--- config.mk ---
export PLATFORM = sky130hd
export DESIGN_NAME = scan_acq_ctrl
export DESIGN_NICKNAME = d
export VERILOG_FILES = /design/src/rtl/scan_acq_pkg.sv /design/src/rtl/scan_interval_timer.sv /design/src/rtl/scan_down_counter.sv /design/src/rtl/scan_sat_counter.sv /design/src/rtl/scan_acq_ctrl.sv
export SDC_FILE = /design/constraint.sdc
export NUM_CORES = 1
export LEC_CHECK = 0
export BUFFER_PORTS_ARGS = -buffer_cell sky130_fd_sc_hd__buf_2
export CAP_MARGIN = 20
export CORE_MARGIN = 5
export CORE_UTILIZATION = 58
export DETAILED_ROUTE_END_ITERATION = 7
export PLACE_DENSITY = 0.8
export SLEW_MARGIN = 40
export SYNTH_ARGS = -nofsm -noshare
export SYNTH_HDL_FRONTEND = slang
export SYNTH_SLANG_ARGS = --single-unit
--- constraint.sdc ---
create_clock -name clk -period 3.72 [get_ports clk]
set_input_delay 0.558 -clock clk [delete_from_list [all_inputs] [get_ports clk]]
set_output_delay 0.558 -clock clk [all_outputs]
set_load 0.005 [all_outputs]
--- src/rtl/scan_acq_pkg.sv ---
package scan_acq_pkg;
  typedef enum logic [1:0] {
    MODE_POST  = 2'd0,
    MODE_PRE   = 2'd1,
    MODE_MID   = 2'd2,
    MODE_DELAY = 2'd3
  } trig_mode_e;

  typedef enum logic [2:0] {
    ST_IDLE,
    ST_WAIT,
    ST_PRE,
    ST_DELAY,
    ST_POST
  } acq_state_e;

  function automatic logic mode_uses_pre(input trig_mode_e m);
    return (m == MODE_PRE) || (m == MODE_MID);
  endfunction

  function automatic logic mode_uses_post(input trig_mode_e m);
    return m != MODE_PRE;
  endfunction
endpackage

--- src/rtl/scan_interval_timer.sv ---
module scan_interval_timer #(
  parameter int IVL_W = 16
) (
  input  logic             clk,
  input  logic             rst,
  input  logic             run,
  input  logic [IVL_W-1:0] period,
  output logic             tick
);
  logic [IVL_W-1:0] cnt;
  logic             at_end;

  assign at_end = (cnt == period - 1'b1);
  assign tick   = run && at_end;

  always_ff @(posedge clk) begin
    if (rst || !run) cnt <= '0;
    else if (at_end) cnt <= '0;
    else             cnt <= cnt + 1'b1;
  end
endmodule

--- src/rtl/scan_down_counter.sv ---
module scan_down_counter #(
  parameter int W = 16
) (
  input  logic         clk,
  input  logic         rst,
  input  logic         load,
  input  logic [W-1:0] load_val,
  input  logic         dec,
  output logic [W-1:0] value,
  output logic         last
);
  assign last = (value == W'(1));

  always_ff @(posedge clk) begin
    if (rst)                    value <= '0;
    else if (load)              value <= load_val;
    else if (dec && value != 0) value <= value - 1'b1;
  end
endmodule

--- src/rtl/scan_sat_counter.sv ---
module scan_sat_counter #(
  parameter int W = 16
) (
  input  logic         clk,
  input  logic         rst,
  input  logic         clr,
  input  logic         inc,
  input  logic [W-1:0] limit,
  output logic [W-1:0] value,
  output logic         full
);
  assign full = (value >= limit);

  always_ff @(posedge clk) begin
    if (rst || clr)        value <= '0;
    else if (inc && !full) value <= value + 1'b1;
  end
endmodule

--- src/rtl/scan_acq_ctrl.sv ---
module scan_acq_ctrl
  import scan_acq_pkg::*;
#(
  parameter int IVL_W = 16,
  parameter int CNT_W = 16,
  parameter int SEG_W = 4
) (
  input  logic             clk,
  input  logic             rst,
  input  logic             arm,
  input  logic             trig,
  input  logic [1:0]       cfg_mode,
  input  logic [IVL_W-1:0] cfg_interval,
  input  logic [CNT_W-1:0] cfg_pre,
  input  logic [CNT_W-1:0] cfg_post,
  input  logic [CNT_W-1:0] cfg_delay,
  input  logic [SEG_W-1:0] cfg_segments,
  input  logic             cfg_fill_first,
  output logic             scan_start,
  output logic             store_en,
  output logic             scan_pre,
  output logic [SEG_W-1:0] seg_tag,
  output logic [CNT_W-1:0] pre_count,
  output logic             busy,
  output logic             done,
  output logic             cfg_err
);
  acq_state_e st, st_nxt;
  trig_mode_e in_mode;

  // configuration latched at arm
  trig_mode_e       lat_mode;
  logic [IVL_W-1:0] lat_ivl;
  logic [CNT_W-1:0] lat_pre, lat_post, lat_dly;
  logic [SEG_W-1:0] lat_segs;
  logic             lat_fill;

  logic [SEG_W-1:0] seg_cnt;
  logic             cfg_bad, arm_ok;
  logic             tick, run;
  logic             pre_full, post_last, dly_last;
  logic [CNT_W-1:0] post_val, dly_val;
  logic             trig_take, seg_end, final_end;
  logic             post_load, dly_load, pre_clr;

  assign in_mode = trig_mode_e'(cfg_mode);

  always_comb begin
    cfg_bad = (cfg_interval == '0) || (cfg_segments == '0);
    if (mode_uses_pre(in_mode)  && cfg_pre   == '0) cfg_bad = 1'b1;
    if (mode_uses_post(in_mode) && cfg_post  == '0) cfg_bad = 1'b1;
    if (in_mode == MODE_DELAY   && cfg_delay == '0) cfg_bad = 1'b1;
  end

  assign arm_ok = (st == ST_IDLE) && arm && !cfg_bad;
  assign run    = (st == ST_PRE) || (st == ST_DELAY) || (st == ST_POST);

  scan_interval_timer #(.IVL_W(IVL_W)) u_timer (
    .clk(clk), .rst(rst), .run(run), .period(lat_ivl), .tick(tick)
  );

  assign trig_take = trig && ((st == ST_WAIT) ||
                              (st == ST_PRE && (!lat_fill || pre_full)));

  assign seg_end   = (st == ST_PRE && trig_take && lat_mode == MODE_PRE) ||
                     (st == ST_POST && tick && post_last);
  assign final_end = seg_end && (seg_cnt == lat_segs - 1'b1);

  assign post_load = (st == ST_WAIT && trig_take && lat_mode != MODE_DELAY) ||
                     (st == ST_PRE && trig_take && lat_mode == MODE_MID) ||
                     (st == ST_DELAY && tick && dly_last);
  assign dly_load  = (st == ST_WAIT && trig_take && lat_mode == MODE_DELAY);
  assign pre_clr   = arm_ok || (seg_end && !final_end);

  scan_down_counter #(.W(CNT_W)) u_post_cnt (
    .clk(clk), .rst(rst), .load(post_load), .load_val(lat_post),
    .dec(st == ST_POST && tick), .value(post_val), .last(post_last)
  );

  scan_down_counter #(.W(CNT_W)) u_dly_cnt (
    .clk(clk), .rst(rst), .load(dly_load), .load_val(lat_dly),
    .dec(st == ST_DELAY && tick), .value(dly_val), .last(dly_last)
  );

  scan_sat_counter #(.W(CNT_W)) u_pre_cnt (
    .clk(clk), .rst(rst), .clr(pre_clr), .inc(st == ST_PRE && tick),
    .limit(lat_pre), .value(pre_count), .full(pre_full)
  );

  always_comb begin
    st_nxt = st;
    unique case (st)
      ST_IDLE:  if (arm_ok) st_nxt = mode_uses_pre(in_mode) ? ST_PRE : ST_WAIT;
      ST_WAIT:  if (trig_take) st_nxt = (lat_mode == MODE_DELAY) ? ST_DELAY : ST_POST;
      ST_PRE:   if (trig_take) begin
                  if (lat_mode == MODE_MID) st_nxt = ST_POST;
                  else if (final_end)       st_nxt = ST_IDLE;
                end
      ST_DELAY: if (tick && dly_last) st_nxt = ST_POST;
      ST_POST:  if (seg_end) begin
                  if (final_end)                   st_nxt = ST_IDLE;
                  else if (mode_uses_pre(lat_mode)) st_nxt = ST_PRE;
                  else                              st_nxt = ST_WAIT;
                end
      default:  st_nxt = ST_IDLE;
    endcase
  end

  always_ff @(posedge clk) begin
    if (rst) begin
      st       <= ST_IDLE;
      lat_mode <= MODE_POST;
      lat_ivl  <= '0;
      lat_pre  <= '0;
      lat_post <= '0;
      lat_dly  <= '0;
      lat_segs <= '0;
      lat_fill <= 1'b0;
      seg_cnt  <= '0;
      cfg_err  <= 1'b0;
    end else begin
      st <= st_nxt;
      if (st == ST_IDLE && arm) cfg_err <= cfg_bad;
      if (arm_ok) begin
        lat_mode <= in_mode;
        lat_ivl  <= cfg_interval;
        lat_pre  <= cfg_pre;
        lat_post <= cfg_post;
        lat_dly  <= cfg_delay;
        lat_segs <= cfg_segments;
        lat_fill <= cfg_fill_first;
        seg_cnt  <= '0;
      end else if (seg_end && !final_end) begin
        seg_cnt <= seg_cnt + 1'b1;
      end
    end
  end

  // registered strobes
  always_ff @(posedge clk) begin
    if (rst) begin
      scan_start <= 1'b0;
      store_en   <= 1'b0;
      scan_pre   <= 1'b0;
      seg_tag    <= '0;
      done       <= 1'b0;
    end else begin
      scan_start <= tick;
      store_en   <= tick && (st == ST_PRE || st == ST_POST);
      scan_pre   <= tick && (st == ST_PRE);
      done       <= final_end;
      if (tick) seg_tag <= seg_cnt;
    end
  end

  assign busy = (st != ST_IDLE);
endmodule

* Word-level counts from Yosys, hierarchy flattened
Cells that the tools add are included.
Storage, ports and cells: bits in registers 151, latch bits 0, RAM bits 0, ROM bits 0, bits of input ports 75, output and inout bits 26, memories kept 0
Operators by class: add/subtract/negate cells 7, multipliers 0, divide/modulo/power cells 0, magnitude comparators 1, equality and inequality tests 22, shift operators 0, mux-type cells 19, bitwise operators 0, reductions and logical operators 59
Operators by type and width (number):
- 16-bit zero test | 4
- 16-bit two-way mux | 4
- 16-bit by 1-bit subtractor with 16-bit output, second input constant | 3
- 16-bit by 1-bit adder with 16-bit output, second input constant | 2
- 16-bit by 1-bit == test with 1-bit output, second input constant | 2
- 16-bit nonzero test | 2
- 1-bit logical AND | 26
- 3-bit two-way mux | 8
- 16-bit == test | 1
- 16-bit greater-or-equal comparator | 1
- 3-bit one-hot mux with 5 select lines | 1
- 1-bit logical OR | 14
- 2-bit != test, second input constant | 5
- 2-bit == test, second input constant | 4
- 3-bit by 2-bit == test with 1-bit output, second input constant | 2
- 2-bit two-way mux | 3
- 6-bit AND reduction | 1
- 1-bit zero test | 5
- 4-bit by 1-bit adder with 4-bit output, second input constant | 1
- 2-bit by 1-bit == test with 1-bit output, second input constant | 2
- 4-bit == test | 1
- 4-bit zero test | 1
- 2-bit by 1-bit != test with 1-bit output, second input constant | 2
- 2-bit nonzero test | 2
- other kinds (8) | 11

* Longest topological paths before layout
Gate-level depths: netlist of run 1.
depth after elaboration 13, depth in mapped cells 12

* By module
From an unflattened synthesis of run 1, not the netlist that was laid out.
Unflattened totals: cell total of the unflattened synthesis 934, area, all modules 8265.4 um^2
Modules (own cells, without submodules):
- scan_acq_ctrl | instances 1, cells each 372, area each 3732.3 um^2, seq. area each 1741.7 um^2
- scan_down_counter | instances 2, cells each 124, area each 1019.7 um^2, seq. area each 320.3 um^2
- scan_interval_timer | instances 1, cells each 164, area each 1292.5 um^2, seq. area each 320.3 um^2
- scan_sat_counter | instances 1, cells each 150, area each 1201.2 um^2, seq. area each 320.3 um^2

* Least setup slack after synthesis of run 1
OpenSTA, ideal clock, no wires.
path type register to register, from register lat_ivl[5], to register u_pre_cnt.value[9], setup time 71 ps, arrival 3335 ps, setup slack 314 ps, cell stages (with the launch flop) 12, buffers on the path 3, clock period less this slack 3406 ps, cell sequence dfxtp_1 > buf_6 > or4_4 > or3_1 > a211o_1 > a311o_1 > or3_1 > buf_2 > or3_4 > buf_6 > or4_1 > a21oi_1
On the way: cells in the longest elaborated chain, start to end 11, elaborated cells on any way between the ends 13, classes of those cells add/sub (1); eq/ne (1); reduce/logical (11)
Ends and longest elaborated chain:
- start: declaration | line scan_acq_ctrl.sv:33 | logic [IVL_W-1:0] lat_ivl;
- start signal: assignment | line scan_acq_ctrl.sv:126 | lat_ivl <= cfg_interval;
- 16-bit by 1-bit subtractor with 16-bit output * | line scan_interval_timer.sv:13 | assign at_end = (cnt == period - 1'b1);
- 16-bit == test * | line scan_interval_timer.sv:13
- 1-bit logical AND * | line scan_interval_timer.sv:14 | assign tick = run && at_end;
- 1-bit logical AND (2 in series) | line scan_acq_ctrl.sv:66 | (st == ST_POST && tick && post_last);
- 1-bit logical OR | line scan_acq_ctrl.sv:65 | assign seg_end = (st == ST_PRE && trig_take && lat_mode == MODE_PRE) ||
- 1-bit logical AND | line scan_acq_ctrl.sv:67 | assign final_end = seg_end && (seg_cnt == lat_segs - 1'b1);
- 1-bit zero test | line scan_acq_ctrl.sv:73 | assign pre_clr = arm_ok || (seg_end && !final_end);
- 1-bit logical AND | line scan_acq_ctrl.sv:73
- 1-bit logical OR | line scan_acq_ctrl.sv:73
- 1-bit logical OR | line scan_sat_counter.sv:15 | if (rst || clr) value <= '0;
- end signal: assignment | line scan_sat_counter.sv:16 | else if (inc && !full) value <= value + 1'b1;
- end: declaration | line scan_sat_counter.sv:9 | output logic [W-1:0] value,
Mark *: on every way between the ends. The rest lies on a longest branch, timed or not. A chain may end at the register's enable or synchronous reset.

* Worst setup path after layout of run 1
from register lat_ivl[0], to register u_pre_cnt.value[7]
Same word-level chain as after synthesis.

==> run summary, run 1 <==
post-CTS setup buffers = 0
clock slew at the register clock pins of the worst setup and hold paths = 0.06 ns
predominant post-synthesis flop cell = dfxtp_1
proportion of netlist area held by the largest area contributor = 38.8%
flip-flop and latch count after synthesis = 151
Layout Skew = 0.00757 ns
sum of negative setup slack = 0 ns
pin slew with the least headroom to its limit = 0.827 ns
max-slew violation count = 0
switching power as a share of total power = 31.3%
Net Count, Synth = 1012
number of detailed-routing iterations run before antenna repair = 5
TritonCTS clock tree = done
# IOs = 101
leftover overflow at the end of global routing = 0
kind of capture point of the worst setup path = flop
worst-path fanout max = 12
warnings from Yosys = 0
cell at the root of the clock tree = clkbuf_16
Static Leak = 0.00366 uW
run status = completed
max-cap violation count = 0
Die Y-Extent = 126 um
Die Area = 15800 um2
number of distinct standard cells referenced by the synthesized netlist = 65
share of post-route cells with drive strength above 1 = 15.5%
final net count = 1106
hold crit path type = input pin to flop
final weighted congestion in routability-driven placement = 0.894
library cell with the highest instance count after synthesis = nor2_1
kind of start point of the critical path = flop
Setup Crit Path Kind = flop to flop
antenna diode count = 0
Std-Cell Core Area = 13200 um2
half-perimeter wire length of the detailed placement result = 13600 um
utilization after layout = 68.6%
vias per std cell = 5.95
sequential fraction of the synthesis area = 38.8%
first-pass GRT wire length = 32000 um
Initial Utilization = 59.0%
Seq pwr share = 38.8%
drt drc = 0
combined area of all synthesized cells = 7790 um2
# setup viols final = 0
antenna-violating nets left = 0
switching power total = 1570 uW
vias in the first global route = 6625
total wire length after detailed routing = 19300 um
part of the total power dissipated in combinational logic = 27.9%
top cells by area in the synthesized netlist = dfxtp_1, mux2i_1, nor2_1, ha_1, xor2_1
post-synthesis to final-layout area growth = 16.2%
Tot GR Track Use = 24.0%
Worst EP required = 4.06 ns
clk buf depth = 2
count of buffers inserted at the top-level ports = 100
Post-synth EDFFs = 0
Fmax = 0.282 GHz
latest clock arrival within the worst-skew pair = 0.42 ns
RSZ-0062 raised after global routing = no
routed wire length per instance = 16.3 um
WP data arrival = 3.89 ns
commonest cells in the netlist = nor2_1, dfxtp_1, mux2i_1, nand3_1, inv_1
number of standard-cell rows in the floorplan = 42
final critical path time including I/O delays and setup = 3.55 ns
DIE WIDTH = 126 um
async set-reset flop share out of synthesis = 0%
final worst path period share = 95.3%
via count = 7074
number of clock sinks = 151
count of endpoints failing hold in the final timing report = 0
maximum number of pins on one net before global-route repair = 78
synthesized netlist cell count = 907
PD cells = 554 nW/um2
total clock buffers created by CTS = 17
number of buffers inserted for hold repair after clock tree synthesis = 0
cell internal power dissipation = 3440 uW
antenna violations before repair = 1
Slew headroom = 44.9%
Synth area leader = dfxtp_1
DRC marker count from the first detailed-route iteration = 577
post-synthesis area per instance = 8.59 um2
worst vdd ir = 377 uV
level count of the clock H-tree = 4
clock network power share = 33.4%
critical path, cell delays in order (launching register included):
cell and delay [ns]:
dfxtp_1 0.36, inv_1 0.08, ha_1 0.25, or4b_4 0.52, nor3b_1 0.32, and4_1 0.24, o32ai_1 0.13, or3_1 0.44
or3_4 0.43, or4_1 0.52, a21oi_1 0.15
sequential cells by signal, indices dropped and copies added, names as in the netlist, 2 cells and up:
name / cells
lat_dly: 16
lat_ivl: 16
lat_mode: 2
lat_post: 16
lat_pre: 16
lat_segs: 4
seg_cnt: 4
seg_tag: 4
st: 3
u_dly_cnt.value: 16
u_post_cnt.value: 16
u_pre_cnt.value: 16
u_timer.cnt: 16
power by group through the flow:
stage	registers, uW	clock network [uW]	logic [uW]
final	1940	1670	1400
after global routing	1960	1760	1540
after CTS	1940	1690	1380
after detailed placement	1970	0	1360
after global placement	1960	0	1340
after floorplan	1910	0	1080
stage by stage:
| stage | cells | total power (uW) | cell area (um2) | hold WS, ns | setup slack, ns |
|---|---|---|---|---|---|
| 6_report | 1188 | 5010 | 9050 | 0.389 | 0.174 |
| 5_1_grt | 1188 | 5260 | 9050 | 0.389 | 0.00101 |
| 4_1_cts | 1188 | 5010 | 9040 | 0.380 | 0.211 |
| 3_5_place_dp | 1158 | 3330 | 8480 | 0.447 | 0.0252 |
| 3_3_place_gp | 1158 | 3300 | 8480 | 0.439 | 0.251 |
| 2_1_floorplan | 907 | 2990 | 7790 | 0.431 | 0.314 |
timing repair:
item                                    4_1_cts  5_1_grt
endpoints found under the setup margin        1        2
cloned                                        0        0
resized for setup                             1        1
area by class of cell:
class	count	area, um2
inverter	41	154
clock inverter	3	65.1
tap	176	220
fill	1120	4140
clock buffer	27	503
multi-input combinational	673	4450
sequential	151	3020
timing repair buffer	117	631
cells in the final DEF (no fill, tap or decap), types with 3 or more instances in the layout:
cell       instances
nor2_1           156
clkbuf_16         17
a211oi_1           7
a41oi_1            3
a21o_1             4
buf_4             18
clkbuf_1           6
dfxtp_1          151
inv_1             41
nand3_1           42
and2_1             5
o211ai_1           7
clkbuf_8           4
or4_1             16
nor4b_1            3
o31ai_1            7
a311oi_1           3
a32oi_1            3
ha_1              30
o21a_1             3
nor4_1            25
and4_1             3
nand2_1           40
a31oi_1           17
or2_2              3
xnor2_1           26
o21ai_0            7
nand2b_1           5
nand4_1           29
nor3_1            24
o311ai_0           5
buf_2             99
and3_1            10
or3_1             14
a2bb2oi_1          4
mux2i_1           77
xor2_1            32
a21oi_1           22
routing by layer:
metal / GRT usage (%) / share of wire (%)
met1: 32.0 / 44
met5: 0 / 0.067
met2: 38.0 / 46
met3: 6.10 / 7.2
met4: 8.39 / 1.8
cell families after synthesis:
kind of cell             after synthesis  synth area share, %
adder cells (fa/ha/maj)               30                 4.82
flip-flops                           151                 38.8
AND/OR/NAND/NOR                      389                 24.7
XOR/XNOR                              58                 6.52
buffers and inverters                 83                 4.22
AO/OA/AOI/OAI                        117                 10.7
multiplexers                          79                 10.2
path summary, 6_finish.rpt:
kind         cells after the start  slack [ns]                               to                    start
min                              3        0.39         lat_post[6]$_SDFFE_PP0P_              cfg_post[6]
max                             10        0.17  u_pre_cnt.value[7]$_SDFFE_PP0P_  lat_ivl[0]$_SDFFE_PP0P_
min reg2reg                      2        0.45  u_dly_cnt.value[8]$_SDFFE_PP0P_  lat_dly[8]$_SDFFE_PP0P_
max reg2reg                     10        0.17  u_pre_cnt.value[7]$_SDFFE_PP0P_  lat_ivl[0]$_SDFFE_PP0P_
No activity file was read; power rests on OpenSTA's default activity.
==> inputs of run 2 (changes only) <==
--- a/config.mk
+++ b/config.mk
@@ -8,10 +8,10 @@
 export BUFFER_PORTS_ARGS = -buffer_cell sky130_fd_sc_hd__buf_2
 export CAP_MARGIN = 20
 export CORE_MARGIN = 5
-export CORE_UTILIZATION = 58
+export CORE_UTILIZATION = 37
 export DETAILED_ROUTE_END_ITERATION = 7
-export PLACE_DENSITY = 0.8
-export SLEW_MARGIN = 40
+export SKIP_CTS_REPAIR_TIMING = 1
+export SLEW_MARGIN = 20
 export SYNTH_ARGS = -nofsm -noshare
 export SYNTH_HDL_FRONTEND = slang
 export SYNTH_SLANG_ARGS = --single-unit
==> run 2 against run 1 <==
- combinational power is essentially flat
- clock power is 8% higher
- core utilization shrank 24 points
- highest routed layer is now met4
==> run summary, run 2 (synthesis gave the netlist of run 1 again) <==
Worst EP required = 4.06 ns (about the same)
post-synthesis to final-layout area growth = 19.1%
# IOs = 101 (unchanged)
top library cells by usage in the layout, fill and taps aside = nor2_1, dfxtp_1, buf_2, mux2i_1, nand3_1
routed wire length per instance = 15.8 um (-3.1%)
kind of capture point of the worst setup path = flop
DRC marker count from the first detailed-route iteration = 408 (-29%)
latest clock arrival within the worst-skew pair = 0.43 ns (about the same)
level count of the clock H-tree = 4 (unchanged)
share of post-route cells with drive strength above 1 = 16.6% (+1.1 points)
total wire length after detailed routing = 20400 um (+5.6%)
Slew headroom = 37.1% (-7.8 points)
clk buf depth = 2 (unchanged)
final critical path time including I/O delays and setup = 3.47 ns (-0.0755 ns)
antenna-violating nets left = 0 (unchanged)
count of buffers inserted at the top-level ports = 100 (unchanged)
antenna violations before repair = 1 (unchanged)
commonest non-fill, non-tap cell in the layout = nor2_1
clock slew at the register clock pins of the worst setup and hold paths = 0.07 ns (about the same)
RSZ-0062 raised after global routing = no
number of clock sinks = 151 (unchanged)
Static Leak = 0.00371 uW (+1.2%)
number of detailed-routing iterations run before antenna repair = 5 (unchanged)
count of endpoints failing hold in the final timing report = 0 (unchanged)
half-perimeter wire length of the detailed placement result = 15000 um (+10%)
max-slew violation count = 0 (unchanged)
hold crit path type = input pin to flop
WP data arrival = 3.81 ns (-0.08 ns)
Tot GR Track Use = 17.1% (-6.9 points)
PD cells = 556 nW/um2 (+0.52%)
first-pass GRT wire length = 33500 um (+5.0%)
Setup Crit Path Kind = flop to flop
Fmax = 0.288 GHz (+2.2%)
# setup viols final = 0 (unchanged)
vias in the first global route = 6481 (-2.2%)
final weighted congestion in routability-driven placement = 0.858 (-4.0%)
final worst path period share = 93.3% (-2.0 points)
Die Y-Extent = 155 um (+23%)
drt drc = 0 (unchanged)
Std-Cell Core Area = 20900 um2 (+58%)
vias per std cell = 5.27 (-11%)
via count = 6829 (-3.5%)
cell at the root of the clock tree = clkbuf_16
DIE WIDTH = 155 um (+23%)
final net count = 1111 (+0.45%)
total clock buffers created by CTS = 17 (unchanged)
Initial Utilization = 37.3% (-22 points)
max-cap violation count = 0 (unchanged)
pin slew with the least headroom to its limit = 0.943 ns (+0.116 ns)
kind of start point of the critical path = flop
placed inst area = 8640 um2 (+1.9%)
Layout Skew = 0.0117 ns (+0.00415 ns)
worst vdd ir = 397 uV (+5.4%)
maximum number of pins on one net before global-route repair = 84 (+7.7%)
number of standard-cell rows in the floorplan = 53 (+26%)
worst-path fanout max = 12 (unchanged)
final design instance area without fill = 9270 um2 (+2.5%)
run status = completed
TritonCTS clock tree = done
Die Area = 24100 um2 (+52%)
leftover overflow at the end of global routing = 0 (unchanged)
sum of negative setup slack = 0 ns (unchanged)
-- run 2: changes by cell type in the layout (fill, tap and decap cells not counted), sizes merged, moves of 2 or more --
cell	before	now
clkinvlp	0	3
clkinv	1	3
bufinv	2	4
buf	117	122
clkbuf	27	21
-- run 2: layout make-up --
type                            instances  area, um2
Fill cell                            2097      11600
Multi-Input combinational cell        673       4470
Sequential cell                       151       3020
Timing Repair Buffer                  122        668
Clock buffer                           21        440
Tap cell                              275        344
Clock inverter                         11        174
Inverter                               41        154
Antenna cell                            1       2.50
-- run 2: stage by stage --
stage                     util, %  hold slack [ns]  cells  setup slack [ns]  total power (uW)
after floorplan                 -            0.431    907             0.314              2990
after global placement       41.3            0.452   1262             0.194              3360
after detailed placement     41.3            0.455   1262             0.135              3360
after CTS                    44.3            0.369   1294             0.107              5200
after global routing         44.4            0.384   1295            0.0236              5460
final                        44.4            0.387   1295             0.250              5160
-- run 2: final timing paths --
path / startpoint / to / slack, ns / depth (start not counted)
min: cfg_delay[8] / lat_dly[8]$_SDFFE_PP0P_ / 0.39 / 3
min reg2reg: lat_dly[8]$_SDFFE_PP0P_ / u_dly_cnt.value[8]$_SDFFE_PP0P_ / 0.46 / 2
max: lat_ivl[0]$_SDFFE_PP0P_ / u_pre_cnt.value[12]$_SDFFE_PP0P_ / 0.25 / 10
max reg2reg: lat_ivl[0]$_SDFFE_PP0P_ / u_pre_cnt.value[12]$_SDFFE_PP0P_ / 0.25 / 10
-- run 2: per-layer routing --
metal | vias to the layer above | track usage (%) | routed length, um
li1 | 3483 | - | -
met5 | - | 0 | 0
met4 | 0 | 5.51 | 319
met1 | 3151 | 24.1 | 9890
met2 | 174 | 26.1 | 9190
met3 | 21 | 3.87 | 1020
-- run 2: worst max-delay path, stage by stage (launching register included) --
cell and delay, ns:
dfxtp_1 0.36, inv_1 0.07, ha_1 0.24, or4b_4 0.53, nor3_1 0.23, xnor2_1 0.10
a311o_1 0.38, or3_4 0.42, or3_4 0.41, or4_1 0.49, a21oi_1 0.17
-- run 2: power breakdown --
part / switching (uW) / internal (uW)
sequential: 153 / 1790
clock: 689 / 1130
combinational: 803 / 604
total: 1640 / 3520
